### src/rtl/ioret_pkg.sv
`timescale 1ns/1ps
package ioret_pkg;
  localparam int unsigned PIN_COUNT = 16;
  localparam int unsigned REG_WIDTH = 32;
  localparam logic [PIN_COUNT-1:0] IMPL_DEFAULT = 16'hFFEF;

  typedef struct packed {
    logic secure;
    logic priv;
  } bus_attr_t;
endpackage

### src/rtl/ioret_access_filter.sv
`timescale 1ns/1ps
module ioret_access_filter
  import ioret_pkg::*;
#(
  parameter int unsigned NUM_PINS = PIN_COUNT
) (
  input  logic [NUM_PINS-1:0] pin_secure,
  input  logic                priv_cfg_sec,
  input  logic                priv_cfg_nsec,
  input  bus_attr_t           attr,
  output logic [NUM_PINS-1:0] allow
);
  for (genvar k = 0; k < NUM_PINS; k++) begin : g_bit
    logic sec_ok;
    logic priv_need;
    logic priv_ok;
    assign sec_ok    = attr.secure | ~pin_secure[k];
    assign priv_need = pin_secure[k] ? priv_cfg_sec : priv_cfg_nsec;
    assign priv_ok   = attr.priv | ~priv_need;
    assign allow[k]  = sec_ok & priv_ok;
  end
endmodule

### src/rtl/ioret_flag_bank.sv
`timescale 1ns/1ps
module ioret_flag_bank
  import ioret_pkg::*;
#(
  parameter int unsigned          NUM_PINS = PIN_COUNT,
  parameter logic [NUM_PINS-1:0]  IMPL     = IMPL_DEFAULT
) (
  input  logic                clk,
  input  logic                rst_n,
  input  logic [NUM_PINS-1:0] set_req,
  input  logic [NUM_PINS-1:0] clr_req,
  output logic [NUM_PINS-1:0] flags
);
  for (genvar k = 0; k < NUM_PINS; k++) begin : g_flag
    if (IMPL[k]) begin : g_impl
      logic q;
      always_ff @(posedge clk or negedge rst_n) begin
        if (!rst_n)          q <= 1'b0;
        else if (set_req[k]) q <= 1'b1;
        else if (clr_req[k]) q <= 1'b0;
      end
      assign flags[k] = q;

      p_set_wins_r8: assert property (@(posedge clk) disable iff (!rst_n)
        (set_req[k] && clr_req[k]) |=> flags[k]);
      p_clear_r4: assert property (@(posedge clk) disable iff (!rst_n)
        (clr_req[k] && !set_req[k]) |=> !flags[k]);
      p_no_spont_r5: assert property (@(posedge clk) disable iff (!rst_n)
        (!flags[k] && !set_req[k]) |=> !flags[k]);
      p_hold_r5: assert property (@(posedge clk) disable iff (!rst_n)
        (flags[k] && !clr_req[k]) |=> flags[k]);
    end else begin : g_none
      logic unused_req;
      assign unused_req = set_req[k] ^ clr_req[k];
      assign flags[k]   = 1'b0;
    end
  end
endmodule

### src/rtl/ioret_read_mux.sv
`timescale 1ns/1ps
module ioret_read_mux
  import ioret_pkg::*;
#(
  parameter int unsigned NUM_PINS = PIN_COUNT,
  parameter int unsigned DATA_W   = REG_WIDTH
) (
  input  logic                rd_en,
  input  logic [NUM_PINS-1:0] flags,
  input  logic [NUM_PINS-1:0] allow,
  output logic [DATA_W-1:0]   rdata
);
  localparam int unsigned PAD_W = DATA_W - NUM_PINS;

  always_comb begin
    rdata = '0;
    if (rd_en) rdata = {{PAD_W{1'b0}}, flags & allow};
  end
endmodule

### src/rtl/ioret_status_reg.sv
`timescale 1ns/1ps
module ioret_status_reg
  import ioret_pkg::*;
#(
  parameter int unsigned          NUM_PINS = PIN_COUNT,
  parameter int unsigned          DATA_W   = REG_WIDTH,
  parameter logic [NUM_PINS-1:0]  IMPL     = IMPL_DEFAULT
) (
  input  logic                clk,
  input  logic                rst_n,
  input  logic [NUM_PINS-1:0] ret_en,
  input  logic                stby_enter,
  input  logic [NUM_PINS-1:0] pin_secure,
  input  logic                priv_cfg_sec,
  input  logic                priv_cfg_nsec,
  input  logic                bus_hit,
  input  logic                bus_rd,
  input  logic                bus_wr,
  input  logic [DATA_W-1:0]   bus_wdata,
  input  logic                bus_secure,
  input  logic                bus_priv,
  output logic [DATA_W-1:0]   bus_rdata,
  output logic [NUM_PINS-1:0] ret_status
);
  bus_attr_t           attr;
  logic [NUM_PINS-1:0] allow;
  logic [NUM_PINS-1:0] set_req;
  logic [NUM_PINS-1:0] clr_req;
  logic                wr_en;
  logic                rd_en;
  logic                unused_wdata;

  assign attr.secure  = bus_secure;
  assign attr.priv    = bus_priv;
  assign wr_en        = bus_hit & bus_wr;
  assign rd_en        = bus_hit & bus_rd;
  assign unused_wdata = ^bus_wdata[DATA_W-1:NUM_PINS];
  assign set_req      = {NUM_PINS{stby_enter}} & ret_en;
  assign clr_req      = {NUM_PINS{wr_en}} & allow & ~bus_wdata[NUM_PINS-1:0];

  ioret_access_filter #(.NUM_PINS(NUM_PINS)) u_filter (
    .pin_secure   (pin_secure),
    .priv_cfg_sec (priv_cfg_sec),
    .priv_cfg_nsec(priv_cfg_nsec),
    .attr         (attr),
    .allow        (allow)
  );

  ioret_flag_bank #(.NUM_PINS(NUM_PINS), .IMPL(IMPL)) u_bank (
    .clk    (clk),
    .rst_n  (rst_n),
    .set_req(set_req),
    .clr_req(clr_req),
    .flags  (ret_status)
  );

  ioret_read_mux #(.NUM_PINS(NUM_PINS), .DATA_W(DATA_W)) u_rmux (
    .rd_en(rd_en),
    .flags(ret_status),
    .allow(allow),
    .rdata(bus_rdata)
  );

  for (genvar k = 0; k < NUM_PINS; k++) begin : g_chk
    if (IMPL[k]) begin : g_impl
      p_set_on_entry_r3: assert property (@(posedge clk) disable iff (!rst_n)
        (stby_enter && ret_en[k]) |=> ret_status[k]);
      p_blocked_write_r7: assert property (@(posedge clk) disable iff (!rst_n)
        (wr_en && !allow[k] && !(stby_enter && ret_en[k])) |=> $stable(ret_status[k]));
    end else begin : g_none
      p_unimpl_zero_r1: assert property (@(posedge clk) disable iff (!rst_n)
        !ret_status[k]);
    end
  end

  always_comb begin
    if (rst_n) begin
      p_upper_zero_r1: assert (bus_rdata[DATA_W-1:NUM_PINS] == '0);
      for (int k = 0; k < NUM_PINS; k++) begin
        if (!allow[k] || !rd_en) begin
          p_rd_blocked_r6: assert (!bus_rdata[k]);
        end
      end
    end
  end
endmodule

### config.mk
export PLATFORM = sky130hd
export DESIGN_NAME = ioret_status_reg
export DESIGN_NICKNAME = d
export VERILOG_FILES = /design/src/rtl/ioret_pkg.sv /design/src/rtl/ioret_access_filter.sv /design/src/rtl/ioret_flag_bank.sv /design/src/rtl/ioret_read_mux.sv /design/src/rtl/ioret_status_reg.sv
export SDC_FILE = /design/constraint.sdc
export NUM_CORES = 1
export LEC_CHECK = 0
export BUFFER_PORTS_ARGS = -buffer_cell sky130_fd_sc_hd__clkbuf_2
export CORE_ASPECT_RATIO = 1.5
export CORE_MARGIN = 2
export CORE_UTILIZATION = 36
export CTS_CLUSTER_DIAMETER = 100
export DETAILED_ROUTE_END_ITERATION = 7
export PLACE_DENSITY = 0.83
export SETUP_SLACK_MARGIN = 0.2
export SLEW_MARGIN = 20
export SYNTH_ARGS = -nofsm -noshare
export SYNTH_HDL_FRONTEND = slang
export SYNTH_SLANG_ARGS = --single-unit
### constraint.sdc
create_clock -name clk -period 1.5 [get_ports clk]
set_input_delay 0.45 -clock clk [delete_from_list [all_inputs] [get_ports clk]]
set_output_delay 0.45 -clock clk [all_outputs]
set_load 0.03 [all_outputs]
==> key figures <==
Routing
  • Per-cell via count in the routed design: 5.34
  • DRC marker count from the first detailed-route iteration: 61
  • Antenna viol nets, final: 0
  • Overall routed net length: 5670 µm
  • Final routed DRC violation total: 0
  • Routed length per instance: 17.5 µm
  • Via count: 1734
  • Pre-antenna DRT Iters: 4

Logic synthesis
  • Async S/R FF share, synth: 100%
  • Post-synthesis instance area: 0.00154 mm²
  • Syn Inst Count: 185
  • Mean Syn Cell Area: 8.33 µm²
  • Cell with the most instances after synthesis: sky130_fd_sc_hd__buf_4
  • Number of enable-type register cells in the synthesized netlist: 0
  • Main flop type after synthesis: sky130_fd_sc_hd__dfrtp_1
  • Seq/Total Area, Yosys: 24.4%
  • List of most frequent post-synthesis cells: sky130_fd_sc_hd__buf_4 (36), sky130_fd_sc_hd__nand2_1 (16), sky130_fd_sc_hd__dfrtp_1 (15), sky130_fd_sc_hd__o22ai_1 (14)
  • Largest area contributor in the synthesized netlist: sky130_fd_sc_hd__dfrtp_1
  • Count of yosys warnings during synthesis: 0
  • Flip-flop and latch count after synthesis: 15
  • Main area contributors after synthesis: sky130_fd_sc_hd__dfrtp_1 (24%), sky130_fd_sc_hd__buf_4 (18%), sky130_fd_sc_hd__mux2i_1 (8.4%)
  • Number of unique standard cell types used by synthesis: 24
  • Share of the synthesized area in the top cell type: 24.4%

Worst setup path
  • Type of origin of the critical path: input port
  • Worst setup path startpoint: bus_hit
  • Total number of cells along the worst setup path: 6
  • CP Cell Sequence: buf_6 -> and2_4 -> buf_12 -> nand2_4 -> nor3b_4 -> clkbuf_8
  • Cell type of the slowest stage on the worst timing path: sky130_fd_sc_hd__nor3b_4
  • CP Max Fanout: 8
  • Capture point of the worst path: bus_rdata[3]
  • Number of cells on the worst reg-to-reg path: 2
  • Bufs and invs on worst path: 3
  • Dominant delay contributor by cell family on the critical path: simple AND/OR/NAND/NOR gates
  • Reg-to-Reg Start: u_bank.g_flag[1].g_impl.q
  • Reg2reg setup slack: 0.67 ns
  • Worst flop-to-flop path endpoint: u_bank.g_flag[1].g_impl.q
  • Required time of the critical path: 1.05 ns
  • Critical Path Sink Type: output port
  • Signal arrival time at the worst endpoint: 1.27 ns
  • Longest individual stage delay on the worst path: 0.19 ns
  • Crit Path Category: input port to output port

Placement
  • Pre-CTS worst setup slack: -0.377 ns
  • Final Wtd Congestion: 0.738
  • Post-placement cell count: 301
  • Number of buffer cells added on primary ports: 84
  • Placement-stage cell area: 0.00217 mm²
  • Sum of net half-perimeters after detailed placement: 3620 µm

Cells and area
  • Number of fill cells: 326
  • Final #Nets: 354
  • Final non-filler cell area: 0.00289 mm²
  • Ant diodes: 0
  • Largest register by flop count: u_bank.g_flag.g_impl.q
  • Number of standard cells in the final layout excluding fillers: 325
  • Largest register FFs: 15
  • Registers with the highest flip-flop counts: u_bank.g_flag.g_impl.q x15
  • Fraction of layout cells with a size suffix above 1: 62.7%
  • FF/Latch Area: 377 µm²
  • Combined area of the multi-input logic cells: 0.00125 mm²
  • Area overhead of the layout relative to synthesis: 87.4%

Timing
  • Final number of setup-violating endpoints: 16
  • Post-route clock period utilization: 115%
  • Final hold violation count: 0
  • Worst clock skew: 0 ns
  • Worst-case hold slack: 0.116 ns
  • Final critical delay including setup and external delays: 1.72 ns
  • Maximum achievable frequency: 0.580 GHz
  • Fin. max-slew vios: 0
  • Min setup slack post-route: -0.224 ns
  • RSZ-0062 raised after global routing: true

CTS
  • Deepest level of the CTS H-tree: 1
  • Number of buffers created by CTS: 3
  • Num Clock Sinks: 15
  • CTS tree: yes
  • Clock transition at the registers of the reported paths: 0.08 ns
  • Source-to-sink clock delay at the later pin of the worst-skew pair: 0.26 ns
  • CTS Buffer Depth: 2
  • Clock Tree Root: sky130_fd_sc_hd__clkbuf_8
  • Number of hold-repair buffers added at the cts stage: 0

Power
  • Fraction of power consumed by combinational cells: 54.4%
  • Worst supply voltage drop on vdd: 0.517 mV
  • Share of total power in sequential cells: 26.4%
  • Internal power: 1.13 mW
  • Leak pwr: 1.35 nW
  • Total power divided by cell area: 651 mW/mm²
  • Share of total power in the clock network: 19.2%
  • Fraction of power spent switching nets: 40.1%
  • Switching power of the nets: 754 µW

Global route
  • Largest net degree at the start of global routing: 21
  • Global-route total usage across every layer: 21.9%
  • Via count of the first global-routing pass: 1778
  • Global route total overflow: 0
  • First-pass GRT wire length: 8250 µm
  • Initial antenna violation count: 0

Floorplanning
  • Total Die Area: 0.00483 mm²
  • Chip height: 84.1 µm
  • Area of the core: 0.00417 mm²
  • Horizontal extent of the die: 57.4 µm
  • I/O Pins: 122
  • Core Rows: 29
  • Effective utilization at floorplan: 36.9%

Run status
  • Failing checks: negative setup slack
  • Outcome: complete, but fails checks

Min path
  • Hold Path Class: input port to async pin

Flow run
  • Count of max-cap constraint violations: 0
-- kinds of logic (layout without fill, tap and decap cells) --
logic type             after synthesis  in the layout  share of synthesized area (%)
AOI/OAI and AO/OA                   46             46                           23.2
buffers and inverters               60            137                           24.9
DFF                                 15             15                           24.4
muxes                               14             14                           9.90
other                                1             18                          0.243
and+or+nand+nor                     49             49                           17.4
-- worst register-to-register path: stages (launching register included) --
cell and delay, ns:
sky130_fd_sc_hd__dfrtp_1 0.40, sky130_fd_sc_hd__buf_4 0.14, sky130_fd_sc_hd__a22o_1 0.18
-- final cells by class --
cell class,count,share of cell area [%]
Multi-Input combinational cell,127,43.4
Timing Repair Buffer,120,38.3
Sequential cell,15,13.0
Tap cell,46,1.99
Inverter,13,1.69
Clock buffer,3,1.43
Clock inverter,1,0.173
-- placed cells by master (no fill, tap or decap), types with 2 or more instances in the layout --
master,count
sky130_fd_sc_hd__clkbuf_2,49
sky130_fd_sc_hd__buf_4,23
sky130_fd_sc_hd__buf_6,19
sky130_fd_sc_hd__buf_8,19
sky130_fd_sc_hd__conb_1,18
sky130_fd_sc_hd__nand2_1,14
sky130_fd_sc_hd__dfrtp_1,14
sky130_fd_sc_hd__inv_1,13
sky130_fd_sc_hd__mux2i_4,13
sky130_fd_sc_hd__nor2_4,13
sky130_fd_sc_hd__and3b_1,13
sky130_fd_sc_hd__a22o_1,13
sky130_fd_sc_hd__o22ai_2,11
sky130_fd_sc_hd__o221ai_1,11
sky130_fd_sc_hd__clkbuf_8,5
sky130_fd_sc_hd__a21oi_1,4
sky130_fd_sc_hd__buf_12,4
sky130_fd_sc_hd__o22ai_4,3
sky130_fd_sc_hd__nor2b_1,2
sky130_fd_sc_hd__o221ai_2,2
sky130_fd_sc_hd__clkbuf_16,2
-- per-stage QoR --
stage | util, % | TNS (ns) | total power, mW
global route | 69.2 | -3.37 | 1.95
CTS | 64.4 | -2.98 | 1.76
floorplan | - | -0.362 | 1.10
finish | 69.2 | -2.93 | 1.88
detailed placement | 52.1 | -5.07 | 1.23
global placement | 52.1 | -4.64 | 1.22
-- repair_timing --
item,in CTS,in global routing
setup endpoints to repair,22,31
buffers inserted,15,4
resized for setup,71,73
gates cloned,1,0
hold endpoints to repair,0,0
pin swaps,15,16
-- per-layer routing --
| metal | wire [µm] | track usage, % | vias to the layer above |
|---|---|---|---|
| li1 | - | - | 804 |
| met1 | 1990 | 24.0 | 833 |
| met2 | 3290 | 41.2 | 87 |
| met3 | 283 | 1.69 | 10 |
| met4 | 110 | 9.94 | 0 |
| met5 | 0 | 0 | - |
-- worst min-delay path by stage --
stage	endpoint	slack, ns	startpoint	cells past startpoint
5_1_grt	u_bank.g_flag[7].g_impl.q	0.14	rst_n	1
4_1_cts	u_bank.g_flag[7].g_impl.q	0.13	rst_n	1
3_3_place_gp	u_bank.g_flag[6].g_impl.q	0.41	rst_n	1
2_1_floorplan	u_bank.g_flag[0].g_impl.q	0.15	rst_n	0
6_report	u_bank.g_flag[7].g_impl.q	0.12	rst_n	1
3_5_place_dp	u_bank.g_flag[6].g_impl.q	0.41	rst_n	1
-- power groups by stage --
| stage | combinational, mW | clock, mW | sequential, mW |
|---|---|---|---|
| 2_1_floorplan | 0.618 | 0 | 0.484 |
| 3_3_place_gp | 0.726 | 0 | 0.492 |
| 3_5_place_dp | 0.740 | 0 | 0.493 |
| 4_1_cts | 0.909 | 0.363 | 0.490 |
| 5_1_grt | 1.07 | 0.379 | 0.503 |
| 6_report | 1.02 | 0.360 | 0.498 |
No activity file was read; power rests on OpenSTA's default activity.
